==> src/rtl/pm_cycle_pkg.sv <==
package pm_cycle_pkg;
  typedef enum logic [1:0] {
    RATE_RSVD = 2'b00,
    RATE_FULL = 2'b01,
    RATE_MID  = 2'b10,
    RATE_SLOW = 2'b11
  } rate_e;
endpackage

==> src/rtl/pm_swb_detect.sv <==
module pm_swb_detect #(
  parameter int NIRQ = 6,
  parameter int NSER = 4
) (
  input  logic            swb_en,
  input  logic [NIRQ-1:0] ext_irq,
  input  logic [NIRQ-1:0] ext_irq_en,
  input  logic [NSER-1:0] ser_flags,
  output logic            swb_hit
);
  logic irq_any;
  logic ser_any;

  always_comb begin
    irq_any = |(ext_irq & ext_irq_en);
    ser_any = |ser_flags;
    swb_hit = swb_en & (irq_any | ser_any);
  end
endmodule

==> src/rtl/pm_ctrl_regs.sv <==
module pm_ctrl_regs
  import pm_cycle_pkg::*;
(
  input  logic       clk,
  input  logic       rst,
  input  logic       src_wr,
  input  logic       src_ring,
  input  logic       rate_wr,
  input  logic [1:0] rate_wdata,
  input  logic       swb_hit,
  output rate_e      req_rate,
  output logic       src_sel
);
  rate_e wr_rate;

  always_comb begin
    wr_rate = rate_e'(rate_wdata);
    if (wr_rate == RATE_RSVD) wr_rate = RATE_FULL;
  end

  always_ff @(posedge clk) begin
    if (rst) begin
      req_rate <= RATE_FULL;
      src_sel  <= 1'b0;
    end else begin
      if (swb_hit)      req_rate <= RATE_FULL;
      else if (rate_wr) req_rate <= wr_rate;
      if (src_wr) src_sel <= src_ring;
    end
  end

  p_reset_state_r1: assert property (@(posedge clk)
    rst |=> (req_rate == RATE_FULL && !src_sel));
  p_legal_field_r2: assert property (@(posedge clk) disable iff (rst)
    req_rate != RATE_RSVD);
  p_swb_full_r6: assert property (@(posedge clk) disable iff (rst)
    swb_hit |=> req_rate == RATE_FULL);
  p_hold_field_r9: assert property (@(posedge clk) disable iff (rst)
    (!swb_hit && !rate_wr) |=> $stable(req_rate));
endmodule

==> src/rtl/pm_cycle_gen.sv <==
module pm_cycle_gen
  import pm_cycle_pkg::*;
#(
  parameter int DIV_FULL = 4,
  parameter int DIV_MID  = 64,
  parameter int DIV_SLOW = 1024
) (
  input  logic  clk,
  input  logic  rst,
  input  logic  src_sel,
  input  logic  ring_tick,
  input  rate_e req_rate,
  output logic  mc_en
);
  localparam int CNT_W = $clog2(DIV_SLOW);

  rate_e            cur_rate;
  logic [CNT_W-1:0] cnt;
  logic [CNT_W-1:0] last;
  logic             tick;

  always_comb begin
    tick = src_sel ? ring_tick : 1'b1;
    case (cur_rate)
      RATE_MID:  last = CNT_W'(DIV_MID - 1);
      RATE_SLOW: last = CNT_W'(DIV_SLOW - 1);
      default:   last = CNT_W'(DIV_FULL - 1);
    endcase
  end

  always_ff @(posedge clk) begin
    if (rst) begin
      cnt      <= '0;
      mc_en    <= 1'b0;
      cur_rate <= RATE_FULL;
    end else begin
      mc_en <= 1'b0;
      if (tick) begin
        if (cnt == last) begin
          cnt      <= '0;
          mc_en    <= 1'b1;
          cur_rate <= req_rate;
        end else begin
          cnt <= cnt + 1'b1;
        end
      end
    end
  end

  p_boundary_only_r10: assert property (@(posedge clk) disable iff (rst)
    !$stable(cur_rate) |-> mc_en);
  p_no_tick_r11: assert property (@(posedge clk) disable iff (rst)
    (src_sel && !ring_tick) |=> !mc_en);
  p_single_pulse_r12: assert property (@(posedge clk) disable iff (rst)
    mc_en |=> !mc_en);
endmodule

==> src/rtl/pm_cycle_rate.sv <==
module pm_cycle_rate
  import pm_cycle_pkg::*;
#(
  parameter int NIRQ     = 6,
  parameter int NSER     = 4,
  parameter int DIV_FULL = 4,
  parameter int DIV_MID  = 64,
  parameter int DIV_SLOW = 1024
) (
  input  logic            clk,
  input  logic            rst,
  input  logic            ring_tick,
  input  logic            src_wr,
  input  logic            src_ring,
  input  logic            rate_wr,
  input  logic [1:0]      rate_wdata,
  input  logic            swb_en,
  input  logic [NIRQ-1:0] ext_irq,
  input  logic [NIRQ-1:0] ext_irq_en,
  input  logic [NSER-1:0] ser_flags,
  output logic            mc_en,
  output logic [1:0]      rate_q,
  output logic            src_ring_q
);
  logic  swb_hit;
  rate_e req_rate;
  logic  src_sel;

  pm_swb_detect #(.NIRQ(NIRQ), .NSER(NSER)) u_detect (
    .swb_en(swb_en), .ext_irq(ext_irq), .ext_irq_en(ext_irq_en),
    .ser_flags(ser_flags), .swb_hit(swb_hit)
  );

  pm_ctrl_regs u_regs (
    .clk(clk), .rst(rst), .src_wr(src_wr), .src_ring(src_ring),
    .rate_wr(rate_wr), .rate_wdata(rate_wdata), .swb_hit(swb_hit),
    .req_rate(req_rate), .src_sel(src_sel)
  );

  pm_cycle_gen #(.DIV_FULL(DIV_FULL), .DIV_MID(DIV_MID), .DIV_SLOW(DIV_SLOW)) u_gen (
    .clk(clk), .rst(rst), .src_sel(src_sel), .ring_tick(ring_tick),
    .req_rate(req_rate), .mc_en(mc_en)
  );

  assign rate_q     = req_rate;
  assign src_ring_q = src_sel;
endmodule

==> config.mk <==
export PLATFORM = sky130hd
export DESIGN_NAME = pm_cycle_rate
export DESIGN_NICKNAME = d
export VERILOG_FILES = /design/src/rtl/pm_cycle_pkg.sv /design/src/rtl/pm_swb_detect.sv /design/src/rtl/pm_ctrl_regs.sv /design/src/rtl/pm_cycle_gen.sv /design/src/rtl/pm_cycle_rate.sv
export SDC_FILE = /design/constraint.sdc
export NUM_CORES = 1
export LEC_CHECK = 0
export BUFFER_PORTS_ARGS = -buffer_cell sky130_fd_sc_hd__buf_4
export CAP_MARGIN = 0
export CORE_ASPECT_RATIO = 1.5
export CORE_MARGIN = 2
export CORE_UTILIZATION = 30
export CTS_CLUSTER_SIZE = 12
export DETAILED_ROUTE_END_ITERATION = 16
export PLACE_DENSITY = 0.64
export SYNTH_ARGS = -nofsm -noshare
export SYNTH_HDL_FRONTEND = slang
export SYNTH_SLANG_ARGS = --single-unit
==> constraint.sdc <==
create_clock -name clk -period 2.35 [get_ports clk]
set_input_delay 0.235 -clock clk [delete_from_list [all_inputs] [get_ports clk]]
set_output_delay 0.235 -clock clk [all_outputs]
set_load 0.01 [all_outputs]
Yosys cells after proc, flatten, opt, wreduce, memory -nomap -nowiden --
Cells that the tools add are included.
Cells by class: add/sub/neg operators 1, eq/ne operators 3, mux-type cells 5, bitwise logic cells 4, reduce and logical (&&, ||, !) cells 6
Operators by type and width (count):
- 10-bit case mux with 2 select lines | 1
- 10-bit by 1-bit adder with 10-bit output, second input constant | 1
- 10-bit == test | 1
- 10-bit two-way mux | 1
- 6-bit bitwise AND | 1
- 6-bit OR reduction | 1
- 2-bit == test, second input constant | 2
- 2-bit OR reduction | 2
- 4-bit OR reduction | 1
- 2-bit logical NOT | 1
- 1-bit two-way mux | 2
- 2-bit two-way mux | 1
- 2-bit AND reduction | 1
- 1-bit bitwise AND | 1
- 1-bit inverter | 1
- 1-bit bitwise OR | 1
Word-level totals: register bits 16, input bits 25, output and inout port bits 4, word-level logic and storage cells 24

Longest topological paths before layout --
depth in word-level cells 5, depth in mapped cells 5

By module --
Synthesis repeated with hierarchy kept, for this count alone.
Unflattened totals: cells, all modules 88, area total of the unflattened synthesis 822.0 um^2
Modules (own cells, without submodules):
- pm_cycle_gen | times used 1, cells an instance 71, area an instance 655.6 um^2, seq. area each 260.2 um^2
- pm_ctrl_regs | times used 1, cells an instance 11, area an instance 118.9 um^2, seq. area each 60.1 um^2
- pm_swb_detect | times used 1, cells an instance 6, area an instance 47.5 um^2, seq. area each 0.0 um^2

Worst setup path after synthesis --
OpenSTA, ideal clock, no wires.
path kind register -> register, start point reg u_gen.cur_rate[0], end point reg u_gen.cnt[0], setup time 0.131 ns, data arrival time 1.266 ns, setup slack 0.954 ns, stages on the path, launching flop included 5, cell sequence dfxtp_1 > a211oi_1 > o211ai_4 > o31ai_4 > nor2_1
On the way: word-level cells in the longest chain between the ends 4, elaborated cells on any way between the ends 5
RTL lines:
- start: declaration | RTL line pm_cycle_gen.sv:17 | rate_e cur_rate;
- start signal: assignment | RTL line pm_cycle_gen.sv:42 | cur_rate <= req_rate;
- 2-bit == test | RTL line pm_cycle_gen.sv:24 | case (cur_rate)
- 10-bit case mux with 2 select lines (*) | RTL line pm_cycle_gen.sv:24
- 10-bit == test (*) | RTL line pm_cycle_gen.sv:39 | if (cnt == last) begin
- 10-bit two-way mux (*) | RTL line pm_cycle_gen.sv:39
- end signal: assignment | RTL line pm_cycle_gen.sv:44 | cnt <= cnt + 1'b1;
- end: declaration | RTL line pm_cycle_gen.sv:18 | logic [CNT_W-1:0] cnt;
Mark *: on every way between the ends. The rest lies on a longest branch, timed or not. A chain may end at the register's enable or synchronous reset.

Final worst setup path --
start point reg u_gen.cnt[7], end point reg u_gen.cnt[3]
On the way: word-level cells in the longest chain between the ends 2
RTL lines (RTL line):
- 10-bit == test | pm_cycle_gen.sv:39
- 10-bit two-way mux | pm_cycle_gen.sv:39
Every way passes these cells.

==> summary.txt <==
Status
  – Outcome: finished clean

Global routing
  – Largest net degree at the start of global routing: 11
  – Antenna violations before repair: 0
  – GRT Util Overall: 14.1%
  – Gr ovfl total: 0
  – Vias in the first global route: 733
  – First-pass GRT wire length: 3.14 mm

Synth
  – Post-Synthesis Cells: 89
  – Number of synthesized register bits: 16
  – Ys flop type: dfxtp_1
  – Cell area after synthesis: 808 um2
  – Area share of the largest cell type after synthesis: 39.6%
  – Largest cells by area after synthesis: dfxtp_1 (40%), xnor2_1 (7.6%), nor2_1 (6.0%)
  – Seq/Total Area, Yosys: 39.6%
  – Distinct cells, synth: 30
  – Synth warn: 0
  – Asr flop ratio synth: 0%
  – Yosys top cell by area: dfxtp_1
  – Avg Inst Size Synth: 9.08 um2
  – Synth Net Count: 115
  – EDFF count, synth: 0

STA
  – Slew Limit Fails: 0
  – Final setup skew: 0.00252 ns
  – Final min period: 1.63 ns
  – Period utilisation layout: 69.4%
  – Maximum clock rate: 0.613 GHz
  – Final Hold Vio Count: 0
  – Final Setup Violations: 0
  – Setup TNS Final: 0 ns
  – Slew margin rel.: 64.3%
  – Worst slew pin tran: 0.535 ns
  – RSZ-0062 raised after global routing: false

Layout
  – FILL cells: 256
  – Finished Layout Cells: 157
  – Ant. Diodes: 0
  – Fraction of layout instances using a drive strength above 1: 30.8%
  – Layout area overhead: 38.1%
  – Nets: 147
  – Final instance area: 1120 um2

Route
  – Total Wirelength: 1.88 mm
  – DRT antenna net count: 0
  – Initial DRC count: 15
  – DR pass1 iterations: 4
  – Via count of the routed design: 763
  – Routed WL per cell: 12.0 um
  – Vias per inst: 4.86
  – DRC viols: 0

Floorplan
  – Die span in y: 67.6 um
  – Initial core utilization: 30.9%
  – Core Area: 2620 um2
  – Number of cell rows: 23
  – Ports: 29
  – DIE WIDTH: 46.4 um
  – Die ar.: 3130 um2

Critical path
  – Max incr delay on CP: 0.48 ns
  – Kind of start point of the critical path: flop
  – Setup CP Type: flop to flop
  – CP max-delay cell: o31ai_4
  – Crit path required time: 2.46 ns
  – Crit Path Max Fanout: 10
  – Critical path arrival: 1.74 ns
  – Critical path cell sequence: a211oi_1 -> o211ai_4 -> o31ai_4 -> nor2_1
  – Critical path capture point type: flop

Clock network
  – Hold_buf cts: 0
  – Post-cts resize count: 0
  – CTS buffer count: 3
  – CTS root buf: clkbuf_8
  – Post-CTS Setup Bufs: 0
  – Clock transition at the registers of the reported paths: 0.06 ns
  – CTS tree: yes
  – Sinks on Clock Net: 16
  – Clock tree buffer depth: 2
  – H-tree depth: 1
  – Clk_lat worst skew: 0.24 ns

Place
  – Placed instance area: 1060 um2
  – Number of port buffers: 28
  – Placed Cells: 153
  – DP HPWL: 1.60 mm
  – Routability cong.: 0.753

Power and ir drop
  – Pleak: 0.429 nW
  – Overall power: 0.617 mW
  – P per Cell Area: 553 nW/um2
  – Max IR drop VDD: 0.000378 V

Hold path
  – Hold crit path type: input pin to flop

Flow run
  – # Max-Cap Violations: 0
==> placed cells by master, fill, tap and decap left out, types with 2 or more instances in the layout <==
cell and n:
nor2_1 13, nand4_1 3, nor4_1 5, clkbuf_8 4, and4_1 2, a22oi_1 4
a21oi_1 3, inv_1 3, nor4b_1 2, buf_4 28, nor2b_1 2, mux2i_1 4
dfxtp_1 16, xnor2_1 7, nand2_1 7, nor3_1 2
==> Yosys cell counts (all sizes together) (2+ instances only) <==
| library cell | number |
|---|---|
| a21oi | 3 |
| nor3 | 3 |
| nor4 | 5 |
| nor2 | 13 |
| xnor2 | 7 |
| a22oi | 4 |
| and4 | 2 |
| mux2i | 4 |
| nand2 | 8 |
| nor2b | 2 |
| nor4b | 2 |
| dfxtp | 16 |
| nand4 | 3 |
| inv | 3 |
==> through the flow <==
step	utilization [%]	hold WS, ns	setup slack (ns)
after global placement	40.5	0.458	0.722
after global routing	42.6	0.211	0.548
final	42.6	0.203	0.720
after floorplan	-	0.307	0.954
after detailed placement	40.5	0.460	0.720
after CTS	42.6	0.200	0.699
==> logic make-up after synthesis <==
logic type | after synthesis | synth area share, %
xor+xnor | 8 | 8.67
mux | 4 | 4.95
simple gates | 41 | 26.9
compound gates | 15 | 16.4
flops | 16 | 39.6
fa+ha+maj | 1 | 1.55
buf+inv | 4 | 1.86
==> per-layer routing <==
layer  global-route usage, %  vias up  part of all wire, %
met5                       0        -                    0
met4                    7.86        0                  2.2
met3                    1.87        4                  2.7
met2                    27.3       13                   60
met1                    13.2      359                   35
li1                        -      387                    -
==> state kept, by name (all words and copies together), names as in the netlist <==
signal,cells
u_regs.req_rate,2
u_gen.mc_en,1
u_gen.cnt,10
u_regs.src_sel,1
u_gen.cur_rate,2
==> final timing paths <==
| kind | start | endpoint | slack, ns | cells after the start |
|---|---|---|---|---|
| max reg2reg | u_gen.cnt[7] | u_gen.cnt[3] | 0.72 | 4 |
| max | u_gen.cnt[7] | u_gen.cnt[3] | 0.72 | 4 |
| min | rst | u_regs.src_sel | 0.20 | 2 |
| min reg2reg | u_gen.cnt[1] | u_gen.cnt[1] | 0.49 | 2 |
==> critical path, delay by kind of cell (launching register included) <==
kind,cells,cell delay (ns)
AO/OA/AOI/OAI,3,1.04
AND/OR/NAND/NOR,1,0.10
flip-flops,1,0.35
==> where the power goes <==
part,total (mW),leakage [nW],switching (mW),internal [mW]
logic,0.0898,0.270,0.0381,0.0518
registers,0.292,0.130,0.0101,0.282
clock network,0.236,0.0288,0.0874,0.148
==> area by class of cell <==
type | instances | area [um2] | area share [%]
Multi-Input combinational cell | 69 | 473 | 42.4
Sequential cell | 16 | 320 | 28.7
Timing Repair Buffer | 28 | 210 | 18.8
Clock buffer | 4 | 55.1 | 4.93
Tap cell | 37 | 46.3 | 4.15
Inverter | 3 | 11.3 | 1.01
Power figures use the tool's default switching activity.
